**src/rtl/ptw_pkg.sv**
```systemverilog
package ptw_pkg;
  typedef enum logic [1:0] {
    WK_IDLE  = 2'd0,
    WK_MREQ  = 2'd1,
    WK_MWAIT = 2'd2,
    WK_RESP  = 2'd3
  } walk_st_e;
endpackage

```
**src/rtl/ptw_tlb.sv**
```systemverilog
module ptw_tlb #(
  parameter int PN_W    = 8,
  parameter int FN_W    = 8,
  parameter int ENTRIES = 4
) (
  input  logic               clk,
  input  logic               rst_n,
  input  logic               inval,
  input  logic [PN_W-1:0]    lk_page,
  output logic               lk_hit,
  output logic [FN_W-1:0]    lk_frame,
  input  logic               ins_en,
  input  logic [PN_W-1:0]    ins_page,
  input  logic [FN_W-1:0]    ins_frame,
  output logic [ENTRIES-1:0] ent_vld,
  output logic [ENTRIES-1:0] hit_vec
);
  localparam int IDX_W = (ENTRIES > 1) ? $clog2(ENTRIES) : 1;
  localparam logic [IDX_W-1:0] LAST = IDX_W'(ENTRIES - 1);

  logic [PN_W-1:0]  page_q  [ENTRIES];
  logic [FN_W-1:0]  frame_q [ENTRIES];
  logic [IDX_W-1:0] rr_ptr;
  logic [IDX_W-1:0] free_idx;
  logic [IDX_W-1:0] slot;
  logic             any_free;

  // one comparator per entry
  for (genvar g = 0; g < ENTRIES; g++) begin : g_cmp
    assign hit_vec[g] = ent_vld[g] && (page_q[g] == lk_page);
  end

  assign lk_hit = |hit_vec;

  always_comb begin
    lk_frame = '0;
    for (int i = 0; i < ENTRIES; i++) begin
      if (hit_vec[i]) lk_frame = lk_frame | frame_q[i];
    end
  end

  // lowest empty entry, if any
  always_comb begin
    any_free = 1'b0;
    free_idx = '0;
    for (int i = ENTRIES - 1; i >= 0; i--) begin
      if (!ent_vld[i]) begin
        any_free = 1'b1;
        free_idx = IDX_W'(i);
      end
    end
  end

  assign slot = any_free ? free_idx : rr_ptr;

  always_ff @(posedge clk or negedge rst_n) begin
    if (!rst_n) begin
      ent_vld <= '0;
      rr_ptr  <= '0;
    end else if (inval) begin
      ent_vld <= '0;
      rr_ptr  <= '0;
    end else if (ins_en) begin
      ent_vld[slot] <= 1'b1;
      if (!any_free) rr_ptr <= (rr_ptr == LAST) ? '0 : rr_ptr + 1'b1;
    end
  end

  always_ff @(posedge clk) begin
    if (ins_en && !inval) begin
      page_q[slot]  <= ins_page;
      frame_q[slot] <= ins_frame;
    end
  end
endmodule

```
**src/rtl/ptw_ctrl.sv**
```systemverilog
module ptw_ctrl
  import ptw_pkg::*;
#(
  parameter int VA_W  = 16,
  parameter int OFF_W = 8,
  parameter int FN_W  = 8,
  parameter int MA_W  = 16
) (
  input  logic                  clk,
  input  logic                  rst_n,
  input  logic                  req_valid,
  output logic                  req_ready,
  input  logic [VA_W-1:0]       req_laddr,
  output logic                  rsp_valid,
  input  logic                  rsp_ready,
  output logic [FN_W+OFF_W-1:0] rsp_paddr,
  output logic                  rsp_fault,
  output logic                  mem_req_valid,
  input  logic                  mem_req_ready,
  output logic [MA_W-1:0]       mem_req_addr,
  input  logic                  mem_rsp_valid,
  input  logic [FN_W-1:0]       mem_rsp_data,
  input  logic [MA_W-1:0]       base,
  input  logic [VA_W-OFF_W-1:0] limit,
  input  logic                  inval,
  output logic [VA_W-OFF_W-1:0] lk_page,
  input  logic                  lk_hit,
  input  logic [FN_W-1:0]       lk_frame,
  output logic                  ins_en,
  output logic [VA_W-OFF_W-1:0] ins_page,
  output logic [FN_W-1:0]       ins_frame
);
  localparam int PN_W = VA_W - OFF_W;
  localparam int PA_W = FN_W + OFF_W;

  walk_st_e          st_q;
  logic [PN_W-1:0]   page_q;
  logic [OFF_W-1:0]  off_q;
  logic [MA_W-1:0]   addr_q;
  logic              stale_q;
  logic [PA_W-1:0]   paddr_q;
  logic              fault_q;
  logic [OFF_W-1:0]  req_off;

  assign lk_page = req_laddr[VA_W-1:OFF_W];
  assign req_off = req_laddr[OFF_W-1:0];

  assign req_ready     = (st_q == WK_IDLE);
  assign rsp_valid     = (st_q == WK_RESP);
  assign mem_req_valid = (st_q == WK_MREQ);
  assign mem_req_addr  = addr_q;
  assign rsp_paddr     = paddr_q;
  assign rsp_fault     = fault_q;

  assign ins_en    = (st_q == WK_MWAIT) && mem_rsp_valid && !stale_q && !inval;
  assign ins_page  = page_q;
  assign ins_frame = mem_rsp_data;

  always_ff @(posedge clk or negedge rst_n) begin
    if (!rst_n) begin
      st_q    <= WK_IDLE;
      page_q  <= '0;
      off_q   <= '0;
      addr_q  <= '0;
      stale_q <= 1'b0;
      paddr_q <= '0;
      fault_q <= 1'b0;
    end else begin
      case (st_q)
        WK_IDLE: begin
          if (req_valid) begin
            page_q <= lk_page;
            off_q  <= req_off;
            if (lk_page > limit) begin
              fault_q <= 1'b1;
              paddr_q <= '0;
              st_q    <= WK_RESP;
            end else if (lk_hit) begin
              fault_q <= 1'b0;
              paddr_q <= {lk_frame, req_off};
              st_q    <= WK_RESP;
            end else begin
              addr_q  <= base + MA_W'(lk_page);
              stale_q <= 1'b0;
              st_q    <= WK_MREQ;
            end
          end
        end
        WK_MREQ: begin
          if (inval) stale_q <= 1'b1;
          if (mem_req_ready) st_q <= WK_MWAIT;
        end
        WK_MWAIT: begin
          if (inval) stale_q <= 1'b1;
          if (mem_rsp_valid) begin
            fault_q <= 1'b0;
            paddr_q <= {mem_rsp_data, off_q};
            st_q    <= WK_RESP;
          end
        end
        WK_RESP: begin
          if (rsp_ready) st_q <= WK_IDLE;
        end
        default: st_q <= WK_IDLE;
      endcase
    end
  end
endmodule

```
**src/rtl/ptw_top.sv**
```systemverilog
module ptw_top #(
  parameter int VA_W  = 16,
  parameter int OFF_W = 8,
  parameter int FN_W  = 8,
  parameter int MA_W  = 16,
  parameter int TLB_N = 4
) (
  input  logic                  clk,
  input  logic                  rst_n,
  input  logic                  req_valid,
  output logic                  req_ready,
  input  logic [VA_W-1:0]       req_laddr,
  output logic                  rsp_valid,
  input  logic                  rsp_ready,
  output logic [FN_W+OFF_W-1:0] rsp_paddr,
  output logic                  rsp_fault,
  output logic                  mem_req_valid,
  input  logic                  mem_req_ready,
  output logic [MA_W-1:0]       mem_req_addr,
  input  logic                  mem_rsp_valid,
  input  logic [FN_W-1:0]       mem_rsp_data,
  input  logic                  base_we,
  input  logic [MA_W-1:0]       base_wdata,
  input  logic                  limit_we,
  input  logic [VA_W-OFF_W-1:0] limit_wdata,
  input  logic                  flush
);
  localparam int PN_W = VA_W - OFF_W;

  logic [MA_W-1:0]  base_q;
  logic [PN_W-1:0]  limit_q;
  logic             inval;
  logic [PN_W-1:0]  lk_page;
  logic             lk_hit;
  logic [FN_W-1:0]  lk_frame;
  logic             ins_en;
  logic [PN_W-1:0]  ins_page;
  logic [FN_W-1:0]  ins_frame;
  logic [TLB_N-1:0] tlb_vld;
  logic [TLB_N-1:0] hit_vec;

  assign inval = flush || base_we;

  // process context registers
  always_ff @(posedge clk or negedge rst_n) begin
    if (!rst_n) begin
      base_q  <= '0;
      limit_q <= '0;
    end else begin
      if (base_we)  base_q  <= base_wdata;
      if (limit_we) limit_q <= limit_wdata;
    end
  end

  ptw_ctrl #(.VA_W(VA_W), .OFF_W(OFF_W), .FN_W(FN_W), .MA_W(MA_W)) ctrl_i (
    .clk(clk), .rst_n(rst_n),
    .req_valid(req_valid), .req_ready(req_ready), .req_laddr(req_laddr),
    .rsp_valid(rsp_valid), .rsp_ready(rsp_ready),
    .rsp_paddr(rsp_paddr), .rsp_fault(rsp_fault),
    .mem_req_valid(mem_req_valid), .mem_req_ready(mem_req_ready),
    .mem_req_addr(mem_req_addr),
    .mem_rsp_valid(mem_rsp_valid), .mem_rsp_data(mem_rsp_data),
    .base(base_q), .limit(limit_q), .inval(inval),
    .lk_page(lk_page), .lk_hit(lk_hit), .lk_frame(lk_frame),
    .ins_en(ins_en), .ins_page(ins_page), .ins_frame(ins_frame)
  );

  ptw_tlb #(.PN_W(PN_W), .FN_W(FN_W), .ENTRIES(TLB_N)) tlb_i (
    .clk(clk), .rst_n(rst_n), .inval(inval),
    .lk_page(lk_page), .lk_hit(lk_hit), .lk_frame(lk_frame),
    .ins_en(ins_en), .ins_page(ins_page), .ins_frame(ins_frame),
    .ent_vld(tlb_vld), .hit_vec(hit_vec)
  );
endmodule

```
**config.mk**
```make
export PLATFORM = sky130hd
export DESIGN_NAME = ptw_top
export DESIGN_NICKNAME = d
export VERILOG_FILES = /design/src/rtl/ptw_pkg.sv /design/src/rtl/ptw_tlb.sv /design/src/rtl/ptw_ctrl.sv /design/src/rtl/ptw_top.sv
export SDC_FILE = /design/constraint.sdc
export NUM_CORES = 1
export LEC_CHECK = 0
export CAP_MARGIN = 20
export CORE_UTILIZATION = 55
export CTS_CLUSTER_DIAMETER = 150
export DETAILED_ROUTE_END_ITERATION = 12
export GPL_TIMING_DRIVEN = 0
export PLACE_DENSITY = 0.89
export SYNTH_ARGS = -nofsm -noshare
export SYNTH_HDL_FRONTEND = slang
export SYNTH_SLANG_ARGS = --single-unit
```
**constraint.sdc**
```tcl
create_clock -name clk -period 3.05 [get_ports clk]
set_input_delay 0.61 -clock clk [delete_from_list [all_inputs] [get_ports clk]]
set_output_delay 0.61 -clock clk [all_outputs]
set_load 0.005 [all_outputs]
```
==> qor.csv, run 1 <==
stage,metric,value,unit
placed_design,dp_cells,734,
setup_path,worstPathArrival,3.31,ns
synth,synth_edf_count,64,
cts,clockBufferDepth,2,
sta,slew_headroom,37.0,%
final_layout,multi_input_area,2460,sq um
final_layout,area_delta_synth_final,29.8,%
synth,ys_seq_area_share,61.0,%
grt,grt_pass1_wl,25200,microns
grt,gr-usage-met3,8.69,%
floorplan,dieArea,12300,sq um
synth,yosysMostFrequentCell,dfrtp_1,
grt,groute.usage.overall,27.0,%
grt,grt_pass1_vias,4993,
sta,tightest_slew,0.933,ns
final_layout,nNetsFinal,699,
power_and_ir_drop,clock_power_share,30.6,%
setup_path,worstPathMaxFanout,4,
grt,top_usage_layer,met2,
floorplan,start_util,56.8,%
power_and_ir_drop,intPower,0.00482,W
final_layout,final_area,8450,sq um
final_layout,regArea,3970,sq um
floorplan,die_h,111,microns
floorplan,die_w,111,microns
sta,finClkSkew,0.00565,ns
synth,synth_cell_types,41,
setup_path,startpoint_type,input port,
synth,synth_top_family_by_area,compound AO/OA/AOI/OAI gates,
grt,grt_max_degree,48,
power_and_ir_drop,power_density,790,nW/um^2
power_and_ir_drop,pwr-share-seq,41.1,%
grt,grt.overflow.total,0,
route,drc,0,
placed_design,post_dp_cell_area,7670,sq um
setup_path,crit_required,3.36,ns
route,wl_per_cell,20.3,microns
setup_path,critPathSlowestCell,clkdlybuf4s50_1,
synth,synth_fa_ha_area_share,4.34,%
synth,ys_warn_count,0,
cts,ctsHoldBuffers,0,
route,via_count,4604,
final_layout,nFillCells,654,
final_layout,drive_gt1_share,18.6,%
synth,synth_common_cells,"dfrtp_1, edfxtp_1, mux2_2",
cts,cts_tree,built,
setup_path,cp_slowest_stage_delay,0.51,ns
job,cap_viol_max_count,0,
sta,min_period_over_period,98.5,%
floorplan,row_count,39,
synth,yosys_register_bits,146,
final_layout,fin_cells,777,
synth,synth.top_cell.area_share,31.5,%
route,wl,15800,microns
hold_path,min_path_type,input port to asynchronous set/reset pin,
synth,synth-simple-area-share,7.72,%
sta,drv_slew,0,
cts,clkTransAtPathRegs,0.06,ns
sta,timing.hold.ws,0.151,ns
synth,netlist_area,6510,sq um
sta,finalCriticalPeriod,3.00,ns
power_and_ir_drop,max-vdd-ir-drop,0.593,mV
power_and_ir_drop,power.switching,0.00185,W
setup_path,cp-end-kind,register,
setup_path,worstPathCellList,clkdlybuf4s50_1 > ha_1 > nand4_1 > nor2_1 > a211oi_2 > nor2_4 > and2_4 > a211oi_4 > buf_4 > mux2_2,
synth,synthTopCellsByArea,"dfrtp_1, edfxtp_1, mux2_2",
synth,syn-num-nets,575,
floorplan,io_pins,93,
synth,synth_xor_area_share,6.19,%
route,drt_pass1_iterations,5,
status,status,"complete, no violations",
cts,cts_num_sinks,146,
synth,synthMuxAreaShare,8.61,%
setup_path,critical_path_class,input port to register,
sta,timing.final.setup_violations,0,
grt,grt_antenna_before_repair,1,
route,drt-initial-drc-count,362,
cts,cts.htree.levels,4,
power_and_ir_drop,switching_share,27.8,%
grt,use_met1,30.6,%
sta,fmax,333,MHz
power_and_ir_drop,power_frac_comb,28.3,%
cts,clk_latency,0.42,ns
cts,cts_buffers,17,
sta,finalHoldViolCount,0,
synth,synthArstFlopShare,56.2,%
floorplan,core-area,11500,sq um
placed_design,post-dp-hpwl,9960,microns
route,postRouteAntennaNets,0,
placed_design,gp_congestion,0.816,
grt,grtUsageMet2,46.5,%
cts,clock-root-buffer,clkbuf_16,
placed_design,portBuffers,92,
synth,synth.avg_cell_area,13.1,sq um
synth,ys.flop_type,dfrtp_1,
power_and_ir_drop,p_leak,3.45,nW
synth,yosysTopAreaCell,dfrtp_1,
synth,synth_compound_area_share,9.34,%
synth,synthCells,496,
route,vias_per_cell,5.93,
## kinds of logic after synthesis
kind of cell / Yosys count
compound gates: 89
xor+xnor: 46
fa+ha+maj: 22
buf+inv: 40
flops: 146
mux: 50
simple gates: 103
## per-layer routing
metal  part of all wire [%]  vias up
met5                      0        -
met4                    3.9        0
met3                    6.8       55
met2                     51      219
met1                     39     2285
li1                       -     2045
## cell usage in the layout, fill, tap and decap left out, drive strengths merged, types with 3 or more instances in the layout
cell / synthesis / routed
xor2: 15 / 15
xnor2: 31 / 31
nor3: 9 / 9
mux2: 48 / 48
clkbuf: 12 / 39
nand3: 10 / 10
a21o: 7 / 7
ha: 21 / 21
dlymetal6s2s: 0 / 5
nor4: 5 / 5
a22oi: 16 / 16
clkdlybuf4s50: 0 / 86
a21oi: 10 / 10
a211oi: 3 / 3
buf: 8 / 21
nand2: 46 / 46
nand4: 8 / 8
nor2: 15 / 15
inv: 20 / 20
o21ai: 29 / 29
a22o: 16 / 16
dfrtp: 82 / 82
clkinv: 0 / 4
edfxtp: 64 / 64
## area by class of cell
cell class | instances | area share (%)
diodes | 1 | 0.0296
inverters | 20 | 0.888
multi-input cells | 310 | 29.1
well taps | 143 | 2.12
clock inverters | 6 | 0.947
plain buffers | 20 | 1.47
flip-flops and latches | 146 | 47.0
clock buffers | 26 | 5.80
repair buffers | 105 | 12.6
## worst max-delay path, delay by kind of cell
family	cells	cell delay (ns)
adders and majority gates	1	0.36
AOI/OAI and AO/OA	2	0.76
buffers and inverters	2	0.72
and+or+nand+nor	4	0.52
muxes	1	0.33
## power by group through the flow
stage,logic (W),clock network (W),registers [W]
3_3_place_gp,0.00167,0,0.00273
5_1_grt,0.00204,0.00213,0.00278
3_5_place_dp,0.00175,0,0.00276
6_report,0.00189,0.00205,0.00274
2_1_floorplan,0.000973,0,0.00272
4_1_cts,0.00183,0.00204,0.00274
## sequential cells by signal (all words and copies together), names as in the netlist
signal and cells:
ctrl_i.rsp_fault 1, ctrl_i.stale_q 1, tlb_i.page_q 32, ctrl_i.rsp_paddr 16, ctrl_i.off_q 8, tlb_i.ent_vld 4, ctrl_i.mem_req_addr 16, tlb_i.rr_ptr 2
limit_q 8, ctrl_i.st_q 2, tlb_i.frame_q 32, base_q 16, ctrl_i.ins_page 8
## timing repair
item | CTS | global route
gates cloned | 0 | 1
resized for setup | 9 | 28
endpoints found under the setup margin | 42 | 72
pin swaps | 5 | 8
buffers inserted | 6 | 3
## per-stage QoR
step                      setup TNS [ns]  util (%)  total power [W]  setup slack (ns)
after global placement           -158.16      66.4          0.00441             -1.45
after detailed placement          -32.30      66.9          0.00451             -1.26
final                                  0      73.7          0.00668            0.0453
after global routing             -0.0648      73.7          0.00695           -0.0133
after CTS                       -0.00332      72.7          0.00661          -0.00332
after floorplan                        0         -          0.00369             0.115
## path summary, 6_finish.rpt
| check | from | to | slack (ns) | cells past startpoint |
|---|---|---|---|---|
| setup / recovery | req_laddr[13] | ctrl_i.rsp_paddr[3] | 0.05 | 10 |
| min in group clk | ctrl_i.mem_req_addr[6] | ctrl_i.mem_req_addr[6] | 0.50 | 2 |
| hold / removal | rst_n | base_q[15] | 0.15 | 1 |
| max in group asynchronous | rst_n | ctrl_i.rsp_paddr[8] | 2.31 | 2 |
| setup reg to reg | limit_q[1] | ctrl_i.rsp_paddr[3] | 0.35 | 10 |
| hold reg to reg | ctrl_i.mem_req_addr[6] | ctrl_i.mem_req_addr[6] | 0.50 | 2 |
No activity file was read; power rests on OpenSTA's default activity.
==> run 2: changes to the inputs <==
==> constraint.sdc (replaced) <==
create_clock -name clk -period 3.2 [get_ports clk]
set_input_delay 0.64 -clock clk [delete_from_list [all_inputs] [get_ports clk]]
set_output_delay 0.64 -clock clk [all_outputs]
set_load 0.005 [all_outputs]
==> qor.csv, run 2 (same netlist as run 1, synthesis figures left out) <==
stage,metric,value,unit
sta,tightest_slew,0.934,ns
hold_path,min_path_type,input port to asynchronous set/reset pin,
sta,rsz0062_at_grt,no,
setup_path,cp-end-kind,register,
route,postRouteAntennaNets,0,
cts,cts.htree.levels,4,
grt,grt_max_degree,48,
route,drt_pass1_iterations,5,
power_and_ir_drop,max-vdd-ir-drop,0.483,mV
power_and_ir_drop,p_leak,3.37,nW
grt,grt_pass1_vias,4986,
floorplan,dieArea,12300,sq um
final_layout,drive_gt1_share,17.3,%
route,drc,0,
setup_path,cp_slowest_stage_delay,0.58,ns
sta,finalCriticalPeriod,3.18,ns
floorplan,core-area,11500,sq um
final_layout,nNetsFinal,695,
cts,clk_latency,0.42,ns
final_layout,regArea,3970,sq um
final_layout,final_util,72.8,%
power_and_ir_drop,p_total,0.00631,W
setup_path,crit_required,3.50,ns
final_layout,multi_input_area,2430,sq um
cts,cts_buffers,17,
setup_path,critPathSlowestCell,clkdlybuf4s50_1,
floorplan,row_count,39,
sta,timing.hold.ws,0.182,ns
floorplan,die_w,111,microns
cts,clockBufferDepth,2,
grt,grt_pass1_wl,25200,microns
cts,cts_num_sinks,146,
setup_path,worstPathCellList,clkdlybuf4s50_1 > clkbuf_2 > xnor2_1 > nand4_1 > nor4_4 > nor4_2 > and2_4 > a211oi_4 > buf_6 > mux2_2,
sta,fmax,314,MHz
final_layout,nFillCells,677,
route,wl,15400,microns
sta,finalHoldViolCount,0,
route,wl_per_cell,20.0,microns
sta,min_period_over_period,99.4,%
grt,groute.usage.overall,26.9,%
sta,slew_headroom,37.0,%
floorplan,io_pins,93,
sta,setup_tns,0,ns
final_layout,layout_commonest_cell,clkdlybuf4s50_1,
power_and_ir_drop,power_density,756,nW/um^2
sta,finClkSkew,0.00591,ns
setup_path,worstPathMaxFanout,10,
final_layout,area_delta_synth_final,28.2,%
sta,timing.final.setup_violations,0,
placed_design,portBuffers,92,
route,via_count,4595,
final_layout,n_antenna_cell,0,
sta,drv_slew,0,
cts,clkTransAtPathRegs,0.06,ns
final_layout,final_cell_mix,"clkdlybuf4s50_1, dfrtp_1, edfxtp_1",
cts,clock-root-buffer,clkbuf_16,
setup_path,worstPathArrival,3.48,ns
floorplan,die_h,111,microns
job,cap_viol_max_count,0,
route,vias_per_cell,5.95,
floorplan,start_util,56.8,%
route,drt-initial-drc-count,424,
setup_path,startpoint_type,input port,
status,status,"complete, no violations",
cts,cts_tree,built,
grt,grt.overflow.total,0,
placed_design,post-dp-hpwl,9960,microns
final_layout,reg_top3,"tlb_i.frame_q: 32 flops, tlb_i.page_q: 32 flops",
setup_path,critical_path_class,input port to register,
grt,grt_antenna_before_repair,0,
placed_design,gp_congestion,0.816,
-- run 2: cell type report --
class | instances | area share (%)
repair buffers | 101 | 12.1
inverters | 20 | 0.899
multi-input cells | 310 | 29.1
clock buffers | 26 | 5.88
clock inverters | 6 | 0.959
flip-flops and latches | 146 | 47.6
well taps | 143 | 2.14
plain buffers | 20 | 1.27
-- run 2: metal layers --
layer	track usage (%)	share of wire [%]	vias to the layer above
li1	-	-	2034
met1	30.6	39	2294
met2	46.9	52	216
met3	8.69	6.6	51
met4	10.9	3.1	0
met5	0	0	-
-- run 2: report_power, final --
part	total, W	switching [W]	internal, W	leakage [nW]
clock network	0.00195	0.000737	0.00121	0.281
registers	0.00261	0.000243	0.00237	1.59
logic	0.00175	0.000763	0.000985	1.49
total	0.00631	0.00174	0.00456	3.37
-- run 2: per-stage QoR --
stage	cell area (sq um)	std cells	setup WS, ns
6_report	8350	772	0.0197
2_1_floorplan	6510	496	0.235
3_3_place_gp	7610	731	-1.33
3_5_place_dp	7670	734	-1.14
5_1_grt	8350	772	0.0170
4_1_cts	8330	772	0.0157
-- run 2: critical path, delay by kind of cell --
family | cells | cell delay (ns)
compound gates | 1 | 0.29
xor+xnor | 1 | 0.15
buf+inv | 3 | 1.01
mux | 1 | 0.34
simple gates | 4 | 1.03
-- run 2: worst paths after layout --
kind,start,slack (ns),endpoint,cells past startpoint
max in group asynchronous,rst_n,2.42,ctrl_i.rsp_paddr[8],2
worst min-delay path,rst_n,0.18,base_q[15],1
worst max-delay path,req_laddr[15],0.02,ctrl_i.rsp_paddr[8],10
worst max register to register,ctrl_i.st_q[0],0.23,tlb_i.page_q[0][2],7
min in group clk,ctrl_i.rsp_paddr[7],0.50,ctrl_i.rsp_paddr[7],1
worst min register to register,ctrl_i.rsp_paddr[7],0.50,ctrl_i.rsp_paddr[7],1
-- run 2: timing repair --
| item | in CTS | in global routing |
|---|---|---|
| buffers inserted | 6 | 0 |
| pin swaps | 5 | 0 |
| hold buffers | 0 | 0 |
| gates resized for setup | 6 | 7 |
| setup endpoints to repair | 33 | 49 |
